## config.mk

```make
export PLATFORM = sky130hd
export DESIGN_NAME = pc_unit
export DESIGN_NICKNAME = d
export VERILOG_FILES = /design/src/rtl/pcu_pkg.sv /design/src/rtl/pcu_region.sv /design/src/rtl/pcu_target.sv /design/src/rtl/pcu_repeat.sv /design/src/rtl/pc_unit.sv
export SDC_FILE = /design/constraint.sdc
export NUM_CORES = 1
export LEC_CHECK = 0
export ABC_AREA = 1
export BUFFER_PORTS_ARGS = -buffer_cell sky130_fd_sc_hd__buf_2
export CAP_MARGIN = 20
export CORE_MARGIN = 2
export CORE_UTILIZATION = 25
export DETAILED_ROUTE_END_ITERATION = 8
export MAX_ROUTING_LAYER = met4
export PLACE_DENSITY = 0.5
export SETUP_SLACK_MARGIN = 0.2
export SLEW_MARGIN = 20
export SYNTH_ARGS = -nofsm -noshare
export SYNTH_HDL_FRONTEND = slang
export SYNTH_SLANG_ARGS = --single-unit
```

## constraint.sdc

```tcl
create_clock -name clk -period 11.3 [get_ports clk]
set_clock_uncertainty 0.1 [all_clocks]
set_input_delay 0.565 -clock clk [delete_from_list [all_inputs] [get_ports clk]]
set_output_delay 0.565 -clock clk [all_outputs]
set_load 0.005 [all_outputs]
```

## src/rtl/pcu_pkg.sv

```systemverilog
// Shared types and operation codes for the dual-context program counter.
package pcu_pkg;
    typedef enum logic [1:0] {
        CTX_REG = 2'd0,
        CTX_LUT = 2'd1,
        CTX_SHR = 2'd2
    } ctx_e;

    localparam logic [2:0] OP_SEQ    = 3'd0;
    localparam logic [2:0] OP_SHORT  = 3'd1;
    localparam logic [2:0] OP_LONG   = 3'd2;
    localparam logic [2:0] OP_REGREL = 3'd3;
    localparam logic [2:0] OP_ABS    = 3'd4;
    localparam logic [2:0] OP_REP    = 3'd5;
endpackage

```

## src/rtl/pcu_region.sv

```systemverilog
// Maps an execution address to its context.
// Assumes REG_END <= LUT_END; everything at or above LUT_END is shared memory.
module pcu_region
    import pcu_pkg::*;
#(
    parameter int unsigned ADDR_W = 20,
    parameter logic [ADDR_W-1:0] REG_END = 20'h00200,
    parameter logic [ADDR_W-1:0] LUT_END = 20'h00400
) (
    input  logic [ADDR_W-1:0] addr_i,
    output ctx_e              ctx_o
);
    // Region compare against the two boundaries.
    always_comb begin
        if (addr_i < REG_END)      ctx_o = CTX_REG;
        else if (addr_i < LUT_END) ctx_o = CTX_LUT;
        else                       ctx_o = CTX_SHR;
    end
endmodule

```

## src/rtl/pcu_target.sv

```systemverilog
// Computes the sequential address and every relative branch target for the
// instruction at pc_i, with offsets scaled by the current context.
// Assumes SHORT_W < ADDR_W and ADDR_W > 2.
module pcu_target
    import pcu_pkg::*;
#(
    parameter int unsigned ADDR_W  = 20,
    parameter int unsigned SHORT_W = 9,
    parameter int unsigned LONG_W  = 20
) (
    input  logic [ADDR_W-1:0]  pc_i,
    input  ctx_e               ctx_i,
    input  logic [SHORT_W-1:0] short_off_i,
    input  logic [LONG_W-1:0]  long_off_i,
    input  logic [ADDR_W-1:0]  reg_off_i,
    output logic [ADDR_W-1:0]  seq_o,
    output logic [ADDR_W-1:0]  short_o,
    output logic [ADDR_W-1:0]  long_o,
    output logic [ADDR_W-1:0]  regrel_o
);
    localparam int unsigned SEXT_W = ADDR_W - SHORT_W;

    logic              in_shr;
    logic [ADDR_W-1:0] step;
    logic [ADDR_W-1:0] short_ext;
    logic [ADDR_W-1:0] long_ext;
    logic [ADDR_W-1:0] short_scl;
    logic [ADDR_W-1:0] long_scl;
    logic [ADDR_W-1:0] reg_scl;

    // Long offset brought to address width; the variant depends on widths.
    generate
        if (LONG_W < ADDR_W) begin : g_long_sext
            assign long_ext = {{(ADDR_W-LONG_W){long_off_i[LONG_W-1]}}, long_off_i};
        end else begin : g_long_trunc
            assign long_ext = long_off_i[ADDR_W-1:0];
        end
    endgenerate

    // Context-dependent scaling and target sums (all wrap at ADDR_W bits).
    always_comb begin
        in_shr    = (ctx_i == CTX_SHR);
        step      = in_shr ? ADDR_W'(4) : ADDR_W'(1);
        short_ext = {{SEXT_W{short_off_i[SHORT_W-1]}}, short_off_i};
        short_scl = in_shr ? (short_ext << 2) : short_ext;
        long_scl  = in_shr ? long_ext : {{2{long_ext[ADDR_W-1]}}, long_ext[ADDR_W-1:2]};
        reg_scl   = in_shr ? (reg_off_i << 2) : reg_off_i;
        seq_o     = pc_i + step;
        short_o   = seq_o + short_scl;
        long_o    = seq_o + long_scl;
        regrel_o  = seq_o + reg_scl;
    end
endmodule

```

## src/rtl/pcu_repeat.sv

```systemverilog
// Repeat-block tracker: stores block start, last address and remaining
// passes; flags a loop-back when the last instruction executes sequentially.
// Assumes adv_i is low while the core is stalled.
module pcu_repeat
    import pcu_pkg::*;
#(
    parameter int unsigned ADDR_W = 20,
    parameter int unsigned LEN_W  = 9,
    parameter int unsigned CNT_W  = 9
) (
    input  logic              clk,
    input  logic              rst_n,
    input  logic              adv_i,
    input  logic [2:0]        op_i,
    input  logic [ADDR_W-1:0] pc_i,
    input  logic [ADDR_W-1:0] seq_i,
    input  logic              shr_i,
    input  logic [LEN_W-1:0]  len_i,
    input  logic [CNT_W-1:0]  cnt_i,
    output logic              hit_o,
    output logic [ADDR_W-1:0] start_o
);
    logic [ADDR_W-1:0] start_q;
    logic [ADDR_W-1:0] last_q;
    logic [CNT_W-1:0]  rem_q;
    logic [ADDR_W-1:0] span;
    logic              taken;
    logic              seq_class;

    // Decode of the op classes and the byte/word span of a new block.
    always_comb begin
        taken     = (op_i == OP_SHORT) || (op_i == OP_LONG) ||
                    (op_i == OP_REGREL) || (op_i == OP_ABS);
        seq_class = !taken && (op_i != OP_REP);
        span      = ADDR_W'(LEN_W'(len_i - LEN_W'(1)));
        if (shr_i) span = span << 2;
        hit_o     = (rem_q != '0) && (pc_i == last_q) && seq_class;
        start_o   = start_q;
    end

    // Block state: arm on setup, clear on taken branch, count down on loop-back.
    always_ff @(posedge clk) begin
        if (!rst_n) begin
            start_q <= '0;
            last_q  <= '0;
            rem_q   <= '0;
        end else if (adv_i) begin
            if (op_i == OP_REP) begin
                start_q <= seq_i;
                last_q  <= seq_i + span;
                rem_q   <= (len_i != '0 && cnt_i > CNT_W'(1)) ? cnt_i - CNT_W'(1) : '0;
            end else if (taken) begin
                rem_q <= '0;
            end else if (hit_o) begin
                rem_q <= rem_q - CNT_W'(1);
            end
        end
    end

    AST_REM_COUNTDOWN: assert property (@(posedge clk) disable iff (!rst_n)
        adv_i && hit_o |=> rem_q == $past(rem_q) - CNT_W'(1));
    AST_BRANCH_CANCELS: assert property (@(posedge clk) disable iff (!rst_n)
        adv_i && taken |=> rem_q == '0);
    AST_STALL_KEEPS_BLOCK: assert property (@(posedge clk) disable iff (!rst_n)
        !adv_i |=> $stable(rem_q) && $stable(last_q));
endmodule

```

## src/rtl/pc_unit.sv

```systemverilog
// Dual-context program counter. Selects the next fetch address from the
// decoded flow operation, scaling steps and offsets by the region of the
// current PC, and requests a shared-memory refill after jumps into it.
// Assumes op_i describes the instruction at pc_o in the same cycle.
module pc_unit
    import pcu_pkg::*;
#(
    parameter int unsigned ADDR_W  = 20,
    parameter int unsigned SHORT_W = 9,
    parameter int unsigned LONG_W  = 20,
    parameter int unsigned LEN_W   = 9,
    parameter int unsigned CNT_W   = 9,
    parameter logic [ADDR_W-1:0] REG_END  = 20'h00200,
    parameter logic [ADDR_W-1:0] LUT_END  = 20'h00400,
    parameter logic [ADDR_W-1:0] RESET_PC = 20'h00400
) (
    input  logic               clk,
    input  logic               rst_n,
    input  logic               stall_i,
    input  logic [2:0]         op_i,
    input  logic [SHORT_W-1:0] short_off_i,
    input  logic [LONG_W-1:0]  long_off_i,
    input  logic [ADDR_W-1:0]  reg_off_i,
    input  logic [ADDR_W-1:0]  abs_tgt_i,
    input  logic [LEN_W-1:0]   rep_len_i,
    input  logic [CNT_W-1:0]   rep_cnt_i,
    output logic [ADDR_W-1:0]  pc_o,
    output logic [1:0]         src_o,
    output logic               refill_o
);
    logic [ADDR_W-1:0] pc_q;
    logic              refill_q;
    ctx_e              cur_ctx;
    ctx_e              nxt_ctx;
    logic [ADDR_W-1:0] seq_a, short_a, long_a, regrel_a, rep_start;
    logic [ADDR_W-1:0] pc_d;
    logic              loop_hit;
    logic              flow;

    pcu_region #(.ADDR_W(ADDR_W), .REG_END(REG_END), .LUT_END(LUT_END)) u_cur_region (
        .addr_i (pc_q),
        .ctx_o  (cur_ctx)
    );

    pcu_region #(.ADDR_W(ADDR_W), .REG_END(REG_END), .LUT_END(LUT_END)) u_nxt_region (
        .addr_i (pc_d),
        .ctx_o  (nxt_ctx)
    );

    pcu_target #(.ADDR_W(ADDR_W), .SHORT_W(SHORT_W), .LONG_W(LONG_W)) u_target (
        .pc_i        (pc_q),
        .ctx_i       (cur_ctx),
        .short_off_i (short_off_i),
        .long_off_i  (long_off_i),
        .reg_off_i   (reg_off_i),
        .seq_o       (seq_a),
        .short_o     (short_a),
        .long_o      (long_a),
        .regrel_o    (regrel_a)
    );

    pcu_repeat #(.ADDR_W(ADDR_W), .LEN_W(LEN_W), .CNT_W(CNT_W)) u_repeat (
        .clk     (clk),
        .rst_n   (rst_n),
        .adv_i   (!stall_i),
        .op_i    (op_i),
        .pc_i    (pc_q),
        .seq_i   (seq_a),
        .shr_i   (cur_ctx == CTX_SHR),
        .len_i   (rep_len_i),
        .cnt_i   (rep_cnt_i),
        .hit_o   (loop_hit),
        .start_o (rep_start)
    );

    // Next-address select and change-of-flow flag.
    always_comb begin
        flow = 1'b1;
        case (op_i)
            OP_SHORT:  pc_d = short_a;
            OP_LONG:   pc_d = long_a;
            OP_REGREL: pc_d = regrel_a;
            OP_ABS:    pc_d = abs_tgt_i;
            OP_REP: begin
                pc_d = seq_a;
                flow = 1'b0;
            end
            default: begin
                pc_d = loop_hit ? rep_start : seq_a;
                flow = loop_hit;
            end
        endcase
    end

    // PC register and one-cycle refill request.
    always_ff @(posedge clk) begin
        if (!rst_n) begin
            pc_q     <= RESET_PC;
            refill_q <= 1'b0;
        end else if (stall_i) begin
            refill_q <= 1'b0;
        end else begin
            pc_q     <= pc_d;
            refill_q <= flow && (nxt_ctx == CTX_SHR);
        end
    end

    assign pc_o     = pc_q;
    assign src_o    = cur_ctx;
    assign refill_o = refill_q;

    AST_STALL_FREEZE: assert property (@(posedge clk) disable iff (!rst_n)
        stall_i |=> $stable(pc_o) && !refill_o);
    AST_LOCAL_STEP: assert property (@(posedge clk) disable iff (!rst_n)
        !stall_i && op_i == OP_SEQ && !loop_hit && cur_ctx != CTX_SHR
        |=> pc_o == $past(pc_o) + ADDR_W'(1));
    AST_REFILL_IN_SHARED: assert property (@(posedge clk) disable iff (!rst_n)
        refill_o |-> pc_o >= LUT_END);
    AST_LOCAL_LOOP_FREE: assert property (@(posedge clk) disable iff (!rst_n)
        !stall_i && loop_hit && cur_ctx != CTX_SHR |=> !refill_o);
    AST_SHARED_LOOP_REFILL: assert property (@(posedge clk) disable iff (!rst_n)
        !stall_i && loop_hit && cur_ctx == CTX_SHR |=> refill_o);
endmodule

```

Yosys cells after proc, flatten, opt, wreduce, memory -nomap -nowiden

Index checks and enable logic that the tools add are counted.

Bits in read-only memories: 0
Latch bits: 0
Memory bits (writable): 0
Bits in registers: 70
Memories kept: 0

Add/subtract/negate cells: 8
Bitwise gates (word level): 2
Multipliers: 0
Reduce and logical (&&, ||, !) cells: 16
Equal/unequal tests: 9
Mux-type cells: 16
Order comparisons: 5
Shifts and indexed selects: 0
Div/mod/pow operators: 0

Operators by type and width:

| kind                                                           | count |
|---|---|
| adder 20 bit                                                   | 5 |
| one-hot mux 20 bit (5 select lines)                            | 1 |
| < comparator 20 x 10 -> 1 bit (second input constant)          | 2 |
| < comparator 20 x 11 -> 1 bit (second input constant)          | 2 |
| two-way mux 20 bit                                             | 2 |
| two-way mux 9 bit                                              | 4 |
| subtractor 9 x 1 -> 9 bit (second input constant)              | 3 |
| equality test 20 bit                                           | 1 |
| two-way mux 19 bit                                             | 1 |
| nonzero test 9 bit                                             | 2 |
| two-way mux 11 bit                                             | 1 |
| two-way mux 10 bit                                             | 1 |
| greater-than comparator 9 x 1 -> 1 bit (second input constant) | 1 |
| two-way mux 2 bit                                              | 4 |
| equality test 3 x 2 -> 1 bit (second input constant)           | 2 |
| equality test 3 bit (second input constant)                    | 2 |
| logical AND 1 bit                                              | 5 |
| equality test 2 bit (second input constant)                    | 2 |
| AND reduction 2 bit                                            | 2 |
| OR reduction 4 bit                                             | 1 |
| equality test 3 x 1 -> 1 bit (second input constant)           | 1 |
| logical OR 1 bit                                               | 3 |
| two-way mux 3 bit                                              | 1 |
| inequality test 3 bit (second input constant)                  | 1 |
| other kinds (5)                                                | 6 |

Depth between registers and ports, before layout

Depth after elaboration: 14
Gate-level depth with buffers: 34
Mapped depth without buffers: 30

Hierarchy

Synthesis repeated with hierarchy kept, for this count alone.

Cell total of the unflattened synthesis: 1,760
Area, all modules: 10,216.0 um^2

Modules (own cells, without submodules):

| module     | area each (um^2) | sequential area each (um^2) | times used | cells an instance |
|---|---|---|---|---|
| pcu_target | 4,144.0          | 0.0                         | 1          | 739 |
| pcu_repeat | 3,593.4          | 980.9                       | 1          | 562 |
| pc_unit    | 2,393.5          | 420.4                       | 1          | 439 |
| pcu_region | 42.5             | 0.0                         | 2          | 10 |

Worst setup path after synthesis

OpenSTA, ideal clock, no wires.

Path type: flip-flop to flip-flop
From: reg pc_q[15] (netlist: pc_o[15])
To: reg refill_q (netlist: refill_o)
Arrival time: 4.380 ns
Clock period less this slack: 4.546 ns
Stages on the path, launching flop included: 33
Data required time: 11.134 ns
Library setup time: 0.066 ns
Buffers on the path: 3
Path slack: 6.754 ns
Cell sequence: dfxtp_1 inv_2 nand3_4 clkinv_2 nand2_4 buf_6 clkbuf_1 buf_1 ha_1 nand2_1 nor2_1 nand3_2 nand2_2 nand2_4 nor2_8 nand2_4 nor2_8 nand3_2 xor2_1 inv_1 ha_1 inv_1 nor3_1 inv_1 nor3_1 nand4_1 nand4_1 nand3_1 nand2_1 nand2_1 nand2_1 nor2_1 a21oi_2

Cells in the longest elaborated chain, start to end: 13

RTL lines:

| item                                       | RTL line         | RTL |
|---|---|---|
| from (decl)                                | pc_unit.sv:31    | `logic [ADDR_W-1:0] pc_q;` |
| from (signal assigned)                     | pc_unit.sv:103   | `pc_q <= pc_d;` |
| < comparator 20 x 11 -> 1 bit              | pcu_region.sv:16 | `else if (addr_i < LUT_END) ctx_o = CTX_LUT;` |
| two-way mux 2 bit                          | pcu_region.sv:16 |  |
| two-way mux 2 bit                          | pcu_region.sv:15 | `if (addr_i < REG_END) ctx_o = CTX_REG;` |
| equality test 2 bit                        | pcu_target.sv:42 | `in_shr = (ctx_i == CTX_SHR);` |
| two-way mux 3 bit                          | pcu_target.sv:43 | `step = in_shr ? ADDR_W'(4) : ADDR_W'(1);` |
| adder 20 bit *                             | pcu_target.sv:48 | `seq_o = pc_i + step;` |
| net seq_a[17]                              | pc_unit.sv:35    | `logic [ADDR_W-1:0] seq_a, short_a, long_a, regrel_a, rep_start;` |
| adder 20 bit, or another cell as far along | pcu_target.sv:51 | `regrel_o = seq_o + reg_scl;` |
| one-hot mux 20 bit (5 select lines) *      | pc_unit.sv:79    | `case (op_i)` |
| < comparator 20 x 11 -> 1 bit              | pcu_region.sv:16 |  |
| two-way mux 2 bit                          | pcu_region.sv:16 |  |
| two-way mux 2 bit *                        | pcu_region.sv:15 |  |
| equality test 2 bit *                      | pc_unit.sv:104   | `refill_q <= flow && (nxt_ctx == CTX_SHR);` |
| logical AND 1 bit *                        | pc_unit.sv:104   |  |
| to (signal assigned)                       | pc_unit.sv:104   |  |
| to (decl)                                  | pc_unit.sv:32    | `logic refill_q;` |

Mark *: on every way through the listed nets, which the timed path passes. The rest lies on a longest branch.
A chain may end at the register's enable or synchronous reset.

Final worst setup path

From: reg pc_q[11] (netlist: pc_o[11])
To: reg refill_q (netlist: refill_o)

Same word-level chain as after synthesis.

==> flow_summary.yaml <==
setup_path:
  cp_max_fo: 50
  arrival_ps: 5530
  timing.rr.end: "refill_o"
  worst-r2r-cell-count: 29
  slowest_stage: "ha_1"
  cp-end-kind: "flip-flop"
  reg2reg_slack_ps: 5950
  rr_startpoint: "pc_o[11]"
  path_buf_inv: 4
  startpoint_type: "flip-flop"
  slowest_delay_ps: 490
  cp.required_ps: 11490
  critPathTopFamily: "simple AND/OR/NAND/NOR gates"
  cp_common_cell: "nand2_1"
  worstSetupPathType: "reg2reg"
global_route:
  grt-ovfl-total: 0
  grt_pass1_wl_mm: 42.7
  grt_usage: 0.181
  grt_max_degree: 51
  antenna_found_initial: 0
  grt_pass1_vias: 7824
cts:
  cts_max_path_buffers: 2
  htreeDepth: 3
  ctsHoldBuffers: 0
  clk_pin_slew_ps: 60
  cts_resized: 0
  clock-sinks: 70
  cts_tree: "done"
  root_buffer: "clkbuf_16"
  postCtsSetupBuffers: 0
  clk_latency_ps: 350
  cts_buffers: 9
sta:
  hold_viol: 0
  finalSetupViolCount: 0
  tns_ps: 0
  worst_pin_slew_ps: 932
  maxSlewViolCount: 0
  layout_min_cycle_time_ps: 5350
  slew_headroom: 0.375
  rsz0062_at_grt: "false"
  period_share: 0.473
  fmaxAchievable_mhz: 187
logic_synthesis:
  syn_area_mm2: 0.00751
  synth-edff-count: 0
  synthArstFlopShare: 0
  ys.flop_type: "dfxtp_1"
  synth_seq_cells: 70
  synth_warnings: 0
  syn_inst: 1207
  ys_types: 59
  synth.avg_cell_area_um2: 6.22
  syn_nets: 1336
  seq_area_frac_synth: 0.187
pwr:
  p_switching_w: 0.000372
  power.density_mw_per_mm2: 107
  p_int_w: 0.000563
  p_leak_nw: 4.40
  switching_share: 0.398
  totalPowerFinal_w: 0.000935
  power_frac_clock: 0.321
  ir_drop_mv: 0.0705
  seqPwrFrac: 0.300
  combPwrFrac: 0.380
min_path:
  worstHoldStart: "u_repeat.start_o[3]"
  hold_depth: 2
  whs_endpoint: "pc_o[3]"
  hold_class: "reg2reg"
floorplan:
  rows: 63
  initial_core_util: 0.253
  pin_count: 116
  die_w_um: 177
  core_mm2: 0.0296
  die_h_um: 177
  die-area_mm2: 0.0314
cells_and_area:
  layout.nets: 1428
  final_layout_size_suffix_gt1_frac: 0.183
  num-fill-cells: 3418
  antennaDiodeCount: 0
  area_growth_pct: 16.5
  mostFrequentLayoutCells: "nand2_1 (244), inv_1 (170), nor2_1 (123), buf_2 (115), o21ai_0 (104)"
  final_common_cell: "nand2_1"
  fin_util: 0.295
detailed_routing:
  via_count: 8114
  antenna_left: 0
  wl_mm: 27.1
  initialDrtViolationCount: 634
  via_per_inst: 4.79
  first_pass_iters: 7
  wl_per_cell_um: 16.0
  drc: 0
flow_run:
  maxCapViolations: 0
placed_design:
  io_buffers: 115
  place.gp.congestion: 0.907
  hpwlAfterDp_mm: 21.4
outcome:
  status: "complete, no violations"
==> cell type report <==
| cell class | count | area [um2] | area share |
|---|---|---|---|
| Clock inverter | 6 | 61.3 | 0.00701 |
| Multi-Input combinational cell | 907 | 5210 | 0.596 |
| Clock buffer | 10 | 239 | 0.0273 |
| Tap cell | 390 | 488 | 0.0558 |
| Inverter | 188 | 707 | 0.0809 |
| Sequential cell | 70 | 1400 | 0.160 |
| Timing Repair Buffer | 123 | 636 | 0.0727 |
==> synthesized netlist by cell type, drive strengths merged, types with 8 or more instances <==
library cell | number | share of area
clkbuf | 30 | 0.015
nor2 | 138 | 0.080
or2 | 12 | 0.010
inv | 184 | 0.092
xor2 | 33 | 0.047
o22ai | 11 | 0.0092
o211ai | 30 | 0.030
ha | 34 | 0.057
nand4 | 20 | 0.018
xnor2 | 20 | 0.024
buf | 12 | 0.011
a21oi | 59 | 0.040
o21ai | 114 | 0.076
nand3 | 86 | 0.071
a211oi | 8 | 0.0080
dfxtp | 70 | 0.19
nor3 | 22 | 0.017
nand2 | 267 | 0.14
a31oi | 9 | 0.0075
a221oi | 9 | 0.011
==> state kept, by name (all words and copies together), names as in the netlist <==
| signal | cells |
|---|---|
| pc_o | 20 |
| u_repeat.last_q | 20 |
| u_repeat.start_o | 20 |
| u_repeat.rem_q | 9 |
| refill_o | 1 |
==> per-stage QoR <==
| step | cell area [um2] | std cells | hold slack [ps] | setup WS, ps |
|---|---|---|---|---|
| floorplan | 7510 | 1207 | 348 | 6750 |
| global placement | 8440 | 1678 | 368 | 6010 |
| detailed placement | 8440 | 1678 | 369 | 5980 |
| CTS | 8740 | 1694 | 379 | 5980 |
| global route | 8740 | 1694 | 407 | 5270 |
| finish | 8740 | 1694 | 375 | 5950 |
==> logic make-up (layout without fill, tap and decap cells) <==
kind of cell    Yosys count  in the layout  synth area share
simple gates            556            556             0.353
buf+inv                 230            327             0.120
flops                    70             70             0.187
compound gates          261            261             0.206
fa+ha+maj                36             36            0.0620
mux                       1              1           0.00133
xor+xnor                 53             53            0.0708
==> layer usage <==
layer,GRT usage,share of wire,vias up
met5,-,0,-
met4,0.0564,0.028,0
met3,0.0335,0.051,38
met2,0.296,0.47,186
met1,0.226,0.45,3732
li1,-,-,4158
==> power groups by stage <==
stage,Combinational [W],Clock [W],Sequential (W)
2_1_floorplan,0.000250,0,0.000279
3_3_place_gp,0.000354,0,0.000285
3_5_place_dp,0.000354,0,0.000285
4_1_cts,0.000356,0.000305,0.000280
5_1_grt,0.000399,0.000313,0.000283
6_report,0.000355,0.000300,0.000280
==> how the worst max path moves through the flow <==
stage | startpoint | end | cells after the start
2_1_floorplan | pc_o[15] | refill_o | 32
3_3_place_gp | pc_o[16] | refill_o | 29
3_5_place_dp | pc_o[16] | refill_o | 29
4_1_cts | pc_o[16] | refill_o | 29
5_1_grt | pc_o[19] | refill_o | 29
6_report | pc_o[11] | refill_o | 29
==> worst min-delay path, stage by stage, from the launching register on <==
cell and delay (ps):
dfxtp_1 300, nand2_1 60, a31oi_1 70
Power figures use the tool's default switching activity.
